**src/rtl/spi_master_pkg.sv**
```systemverilog
package spi_master_pkg;
  typedef struct packed {
    logic cpol;
    logic cpha;
    logic lsb_first;
  } spi_mode_t;
endpackage

```
**src/rtl/spi_tick_gen.sv**
```systemverilog
// Half-period timer: pulses tick every (half_len + 1) clocks while run is high.
module spi_tick_gen #(
  parameter int DIV_W = 8
) (
  input  logic             clk,
  input  logic             rst_n,
  input  logic             run,
  input  logic [DIV_W-1:0] half_len,
  output logic             tick
);
  logic [DIV_W-1:0] cnt_q, cnt_d;

  always_comb begin
    tick  = run && (cnt_q == half_len);
    cnt_d = cnt_q;
    if (!run || tick) cnt_d = '0;
    else              cnt_d = cnt_q + 1'b1;
  end

  always_ff @(posedge clk or negedge rst_n) begin
    if (!rst_n) cnt_q <= '0;
    else        cnt_q <= cnt_d;
  end
endmodule

```
**src/rtl/spi_seq.sv**
```systemverilog
// Transfer sequencer: select, serial clock, edge bookkeeping and strobes.
module spi_seq
  import spi_master_pkg::*;
#(
  parameter int DATA_W = 8
) (
  input  logic      clk,
  input  logic      rst_n,
  input  logic      start,
  input  logic      tick,
  input  logic      cpol_live,
  input  spi_mode_t mode,
  output logic      load,
  output logic      busy,
  output logic      cs_n,
  output logic      sck,
  output logic      done,
  output logic      sample_en,
  output logic      shift_en,
  output logic      finish,
  output logic      lead_wait
);
  localparam int EDGES = 2 * DATA_W;
  localparam int CW    = $clog2(EDGES + 2);
  localparam logic [CW-1:0] LAST_EDGE = CW'(EDGES);
  localparam logic [CW-1:0] SH0_MAX   = CW'(EDGES - 3);
  localparam logic [CW-1:0] SH1_MAX   = CW'(EDGES - 2);
  localparam logic [CW-1:0] SH1_MIN   = CW'(2);

  logic [CW-1:0] edge_q, edge_d;
  logic busy_q, busy_d, cs_q, cs_d, sck_q, sck_d, done_q, done_d;
  logic step;

  assign load = start && !busy_q;
  assign step = busy_q && tick;

  always_comb begin
    busy_d = busy_q;
    cs_d   = cs_q;
    sck_d  = sck_q;
    edge_d = edge_q;
    done_d = 1'b0;
    if (!busy_q) begin
      sck_d = cpol_live;
      if (start) begin
        busy_d = 1'b1;
        cs_d   = 1'b0;
        edge_d = '0;
      end
    end else if (tick) begin
      edge_d = edge_q + 1'b1;
      if (edge_q < LAST_EDGE) begin
        sck_d = ~sck_q;
      end else begin
        busy_d = 1'b0;
        cs_d   = 1'b1;
        done_d = 1'b1;
      end
    end
  end

  always_comb begin
    // edge_q even: the coming edge is a leading one
    sample_en = step && (edge_q < LAST_EDGE) && (edge_q[0] == mode.cpha);
    if (!mode.cpha)
      shift_en = step && edge_q[0] && (edge_q <= SH0_MAX);
    else
      shift_en = step && !edge_q[0] && (edge_q >= SH1_MIN) && (edge_q <= SH1_MAX);
    finish    = step && (edge_q == LAST_EDGE);
    lead_wait = busy_q && (edge_q == '0);
  end

  always_ff @(posedge clk or negedge rst_n) begin
    if (!rst_n) begin
      busy_q <= 1'b0;
      cs_q   <= 1'b1;
      sck_q  <= 1'b0;
      done_q <= 1'b0;
      edge_q <= '0;
    end else begin
      busy_q <= busy_d;
      cs_q   <= cs_d;
      sck_q  <= sck_d;
      done_q <= done_d;
      edge_q <= edge_d;
    end
  end

  assign busy = busy_q;
  assign cs_n = cs_q;
  assign sck  = sck_q;
  assign done = done_q;
endmodule

```
**src/rtl/spi_shift_path.sv**
```systemverilog
// Data path: transmit bit pointer, receive shifter, result register.
module spi_shift_path
  import spi_master_pkg::*;
#(
  parameter int DATA_W = 8
) (
  input  logic              clk,
  input  logic              rst_n,
  input  logic              load,
  input  logic [DATA_W-1:0] tx_byte,
  input  spi_mode_t         mode,
  input  logic              busy,
  input  logic              lead_wait,
  input  logic              shift_en,
  input  logic              sample_en,
  input  logic              finish,
  input  logic              miso,
  output logic              mosi,
  output logic [DATA_W-1:0] rx_byte
);
  localparam int PW = $clog2(DATA_W);
  localparam logic [PW-1:0] TOP_IDX = PW'(DATA_W - 1);

  logic [DATA_W-1:0] tx_q, tx_d, sh_q, sh_d, rx_q, rx_d;
  logic [PW-1:0]     ptr_q, ptr_d, idx;

  always_comb begin
    tx_d  = tx_q;
    ptr_d = ptr_q;
    sh_d  = sh_q;
    rx_d  = rx_q;
    if (load) begin
      tx_d  = tx_byte;
      ptr_d = '0;
      sh_d  = '0;
    end else begin
      if (shift_en) ptr_d = ptr_q + 1'b1;
      if (sample_en) begin
        if (mode.lsb_first) sh_d = {miso, sh_q[DATA_W-1:1]};
        else                sh_d = {sh_q[DATA_W-2:0], miso};
      end
      if (finish) rx_d = sh_q;
    end
  end

  always_comb begin
    idx  = mode.lsb_first ? ptr_q : (TOP_IDX - ptr_q);
    mosi = (busy && !(mode.cpha && lead_wait)) ? tx_q[idx] : 1'b0;
  end

  always_ff @(posedge clk or negedge rst_n) begin
    if (!rst_n) begin
      tx_q  <= '0;
      ptr_q <= '0;
      sh_q  <= '0;
      rx_q  <= '0;
    end else begin
      tx_q  <= tx_d;
      ptr_q <= ptr_d;
      sh_q  <= sh_d;
      rx_q  <= rx_d;
    end
  end

  assign rx_byte = rx_q;
endmodule

```
**src/rtl/spi_byte_master.sv**
```systemverilog
module spi_byte_master
  import spi_master_pkg::*;
#(
  parameter int DATA_W = 8,
  parameter int DIV_W  = 8
) (
  input  logic              clk,
  input  logic              rst_n,
  input  logic              start,
  input  logic              cpol,
  input  logic              cpha,
  input  logic              lsb_first,
  input  logic [DIV_W-1:0]  half_div,
  input  logic [DATA_W-1:0] tx_byte,
  output logic [DATA_W-1:0] rx_byte,
  output logic              busy,
  output logic              done,
  output logic              sck,
  output logic              mosi,
  input  logic              miso,
  output logic              cs_n
);
  logic [1:0] rst_pipe;
  logic       rst_n_sync;

  always_ff @(posedge clk or negedge rst_n) begin
    if (!rst_n) rst_pipe <= 2'b00;
    else        rst_pipe <= {rst_pipe[0], 1'b1};
  end
  assign rst_n_sync = rst_pipe[1];

  spi_mode_t        mode_q, mode_d;
  logic [DIV_W-1:0] div_q, div_d;
  logic load, tick, sample_en, shift_en, finish, lead_wait;

  always_comb begin
    mode_d = mode_q;
    div_d  = div_q;
    if (load) begin
      mode_d = '{cpol: cpol, cpha: cpha, lsb_first: lsb_first};
      div_d  = half_div;
    end
  end

  always_ff @(posedge clk or negedge rst_n_sync) begin
    if (!rst_n_sync) begin
      mode_q <= '0;
      div_q  <= '0;
    end else begin
      mode_q <= mode_d;
      div_q  <= div_d;
    end
  end

  spi_tick_gen #(.DIV_W(DIV_W)) tick_i (
    .clk(clk), .rst_n(rst_n_sync), .run(busy), .half_len(div_q), .tick(tick)
  );

  spi_seq #(.DATA_W(DATA_W)) seq_i (
    .clk(clk), .rst_n(rst_n_sync), .start(start), .tick(tick),
    .cpol_live(cpol), .mode(mode_q), .load(load), .busy(busy),
    .cs_n(cs_n), .sck(sck), .done(done), .sample_en(sample_en),
    .shift_en(shift_en), .finish(finish), .lead_wait(lead_wait)
  );

  spi_shift_path #(.DATA_W(DATA_W)) path_i (
    .clk(clk), .rst_n(rst_n_sync), .load(load), .tx_byte(tx_byte),
    .mode(mode_q), .busy(busy), .lead_wait(lead_wait), .shift_en(shift_en),
    .sample_en(sample_en), .finish(finish), .miso(miso), .mosi(mosi),
    .rx_byte(rx_byte)
  );
endmodule

```
**config.mk**
```make
export PLATFORM = sky130hd
export DESIGN_NAME = spi_byte_master
export DESIGN_NICKNAME = d
export VERILOG_FILES = /design/src/rtl/spi_master_pkg.sv /design/src/rtl/spi_tick_gen.sv /design/src/rtl/spi_seq.sv /design/src/rtl/spi_shift_path.sv /design/src/rtl/spi_byte_master.sv
export SDC_FILE = /design/constraint.sdc
export NUM_CORES = 1
export LEC_CHECK = 0
export BUFFER_PORTS_ARGS = -buffer_cell sky130_fd_sc_hd__buf_4
export CAP_MARGIN = 15
export CORE_ASPECT_RATIO = 2
export CORE_UTILIZATION = 50
export CTS_CLUSTER_DIAMETER = 30
export DETAILED_ROUTE_END_ITERATION = 16
export GPL_TIMING_DRIVEN = 0
export PLACE_DENSITY = 0.8
export SLEW_MARGIN = 20
export SYNTH_ARGS = -nofsm -noshare
export SYNTH_HDL_FRONTEND = slang
export SYNTH_SLANG_ARGS = --single-unit
```
**constraint.sdc**
```tcl
create_clock -name clk -period 2 [get_ports clk]
set_input_delay 0.1 -clock clk [delete_from_list [all_inputs] [get_ports clk]]
set_output_delay 0.1 -clock clk [all_outputs]
set_load 0.1 [all_outputs]
```
==> impl_results.md <==
- Status: finished with violations
- Failing checks: setup timing
- Min cycle time layout: 2030 ps
- Yosys top cell area share: 0.4837
- Synth Flop Type: dfrtp_1
- Initial antenna violation count: 0
- Worst-path clk slew: 110 ps
- Worst vdd ir: around 0.00097 V
- Die extent in x: approximately 55 um
- Cell variety after synth: 45
- Most frequent cells in the layout: nand2_1, dfrtp_1, buf_4
- Startpoint Class: register
- Cell internal pwr: 0.002658 W
- Setup TNS: -30.23 ps
- CP required: around 1900 ps
- Seq pwr share: 0.396
- Multiplexer share of the synthesized area: 0.1297
- GRT met1 Usage: 0.2415
- Synth Cell Area: 2845 sq um
- GRT Residual Overflow: 0
- Max-slew headroom at the worst pin: 0.5399
- # H-tree levels: 2
- Main combinational cell family by area after synthesis: simple AND/OR/NAND/NOR gates
- Reg2Reg Depth: 5
- Final hold slack: 30.80 ps
- Switch share: 0.4355
- Syn_nets: 312
- R2R Setup Slk: 70 ps
- Fmax: approximately 0.49 GHz
- Worst-path cell chain: mux4_2 > a2111oi_4 > nor3_4 > buf_12
- Critical Path Slowest Stage Cell: mux4_2
- Commonest non-fill, non-tap cell in the layout: nand2_1
- Die Span Y: 108.7 um
- Synth Area in Adders: 0.02199
- Post-Synthesis Cells: 284
- Area contributors post-synth: dfrtp_1, nand2_1, mux2i_1
- Final Hold Viols: 0
- Final-report max-slew violation count: 0
- Seq/Total Area, Yosys: 0.4930
- Synth Area in Compound Gates: 0.05101
- P&R area growth vs syn: 28.63%
- Clk Tree Root Cell: clkbuf_8
- CTS Sinks: 56
- Fillers: 414
- RR Endpoint: path_i.rx_byte[7]
- Port Buf Inserts: 35
- Largest area contributor in the netlist: dfrtp_1
- First-pass GRT wire length: 10690 um
- Antenna diode count: 0
- Vias in the first global route: around 2.3k
- DR vias/cell: around 5.7
- Cts bufs inserted: 5
- EDFF count, synth: 0
- Synth Area in XOR/XNOR: 0.04310
- Site Rows: 38
- Routed Wire Length: 6611 um
- Endpoint class of the critical path: output port
- Worst R2R Start: div_q[7]
- Crit Path Category: reg2out
- Final HPWL from detailed placement: between 4000 and 5000 um
- WP data arrival: 1930 ps
- Final setup viols: 1
- Setup slack after layout: -30.23 ps
- Final nets: 374
- Max incr delay on CP: 550 ps
- Comb pwr share: 0.468
- FFs w/ async S/R, synth: 1.000
- Pwr Density: 1287 nW/um^2
- Psw: 0.002050 W
- Total GRT Usage: 0.2279
- Clock Path Buffers: 2
- Gpl congestion: about 0.83
- Crit-path max FO: 4
- CTS tree: yes
- Period Utilization, post-route: 1.015
- Final ANT Viol Nets: 0
- Clock network power share: 0.136
- GR met3 Demand/Resource: 0.04270
- Worst Hold Class: in2reg
- Layout Skew: 20.89 ps
- Most used routing layer: met2
- Vias: 2304
- Hold-critical path depth: 3
- DRC viols: 0
- Met2 GRT Util: 0.4441
- Detailed router's first-iteration violation count: between 100 and 150
- Wire length per cell: around 16 um
- DRT Pass-1 Iters: 4
- Hold_sp: cpol
- Post-route cell area: 3660 sq um
- Clk_lat worst skew: about 330 ps
- Max-Cap Viols: 0
- Share of cells above drive strength 1: 0.2565
- Pin count of the biggest net entering global routing: 55
- Die ar.: about 6000 sq um
- Leakage: 1.719 nW
- Starting density of the core: 0.5204
- RSZ-0062 raised after global routing: true
- End of the worst hold path: seq_i.sck
- Worst-Margin Slew: 690.2 ps
- Core area: 5468 sq um
- Synthesis Warnings: 0
- Area after DPL: 3239 sq um
- Avg Inst Size Synth: 10.02 sq um
- Synth Area in Simple Gates: 0.2348
- FF+latch count, synth: 56
- Boundary Pins: 36
==> worst max-delay path by stage <==
stage / startpoint / endpoint / slack (ps) / depth (start not counted)
6_report: mode_q[0] / mosi / -30 / 4
5_1_grt: mode_q[0] / mosi / -90 / 4
4_1_cts: mode_q[0] / mosi / -180 / 6
3_5_place_dp: path_i.ptr_q[1] / mosi / -300 / 6
3_3_place_gp: rst_pipe[1] / seq_i.busy / -450 / 0
2_1_floorplan: seq_i.busy / mosi / -120 / 5
==> cell usage after synthesis, types with 4 or more instances <==
| cell | instances |
|---|---|
| nand2_1 | 77 |
| dfrtp_1 | 55 |
| mux2i_1 | 20 |
| clkbuf_1 | 14 |
| nor2_1 | 12 |
| mux2_2 | 11 |
| xnor2_1 | 9 |
| nand3_1 | 7 |
| nor2b_1 | 7 |
| nand2b_1 | 6 |
| ha_1 | 5 |
| xor2_1 | 5 |
| a31oi_1 | 4 |
==> sequential cells by signal, summed over array words and instances (netlist names) <==
signal          cells
seq_i.edge_q        5
seq_i.busy          1
rst_pipe            2
tick_i.cnt_q        8
seq_i.done          1
path_i.sh_q         8
seq_i.cs_n          1
div_q               8
path_i.tx_q         8
seq_i.sck           1
path_i.ptr_q        3
mode_q              2
path_i.rx_byte      8
==> power by group through the flow <==
stage               Clock, W  Combinational (W)  Sequential [W]
global placement           0            0.00184         0.00182
detailed placement         0            0.00191         0.00184
floorplan                  0            0.00135         0.00194
CTS                 0.000668            0.00200         0.00181
finish              0.000641            0.00220         0.00186
global route        0.000689            0.00236         0.00191
==> layout make-up <==
class	instances	area (sq um)	share of cell area
plain buffers	15	95.09	0.02598
flip-flops and latches	56	1410	0.3853
clock inverters	2	16.27	0.004444
clock buffers	6	72.57	0.01983
inverters	3	11.26	0.003077
well taps	60	75.07	0.02051
multi-input cells	209	1489	0.4068
repair buffers	56	490.5	0.1340
==> cell families (layout without fill, tap and decap cells) <==
logic type,Yosys count,count (layout)
simple gates,135,135
compound gates,21,21
buf+inv,19,82
flops,56,56
fa+ha+maj,5,5
mux,33,33
other cells,1,1
xor+xnor,14,14
==> through the flow <==
step           power, W  worst slack, ps  cells  utilization
3_5_place_dp   0.003747           -298.7    379       0.5924
5_1_grt        0.004962           -88.49    407       0.6693
2_1_floorplan  0.003292           -115.6    284            -
6_report       0.004708           -30.23    407       0.6693
4_1_cts        0.004480           -179.5    406       0.6487
3_3_place_gp   0.003656           -447.1    379       0.5918
==> layer usage <==
layer	wire length [um]	part of all wire	up-vias
met2	3738	0.57	55
met1	2548	0.39	1149
met5	0	0	-
met4	131	0.020	0
li1	-	-	1091
met3	193	0.029	9
==> repair_timing <==
| item | 4_1_cts | 5_1_grt |
|---|---|---|
| gates cloned | 0 | 0 |
| resized for setup | 5 | 19 |
| pin swaps | 2 | 4 |
| hold endpoints to repair | 19 | 0 |
| hold buffers | 18 | 0 |
| endpoints found under the setup margin | 9 | 21 |
| buffers inserted | 2 | 1 |
==> critical path: cells and delay by family (launching register included) <==
family | cells | cell delay [ps]
simple gates | 1 | 110
flops | 1 | 420
compound gates | 1 | 360
mux | 1 | 550
buf+inv | 1 | 180
Note: power is estimated with default switching activity, not from simulation.
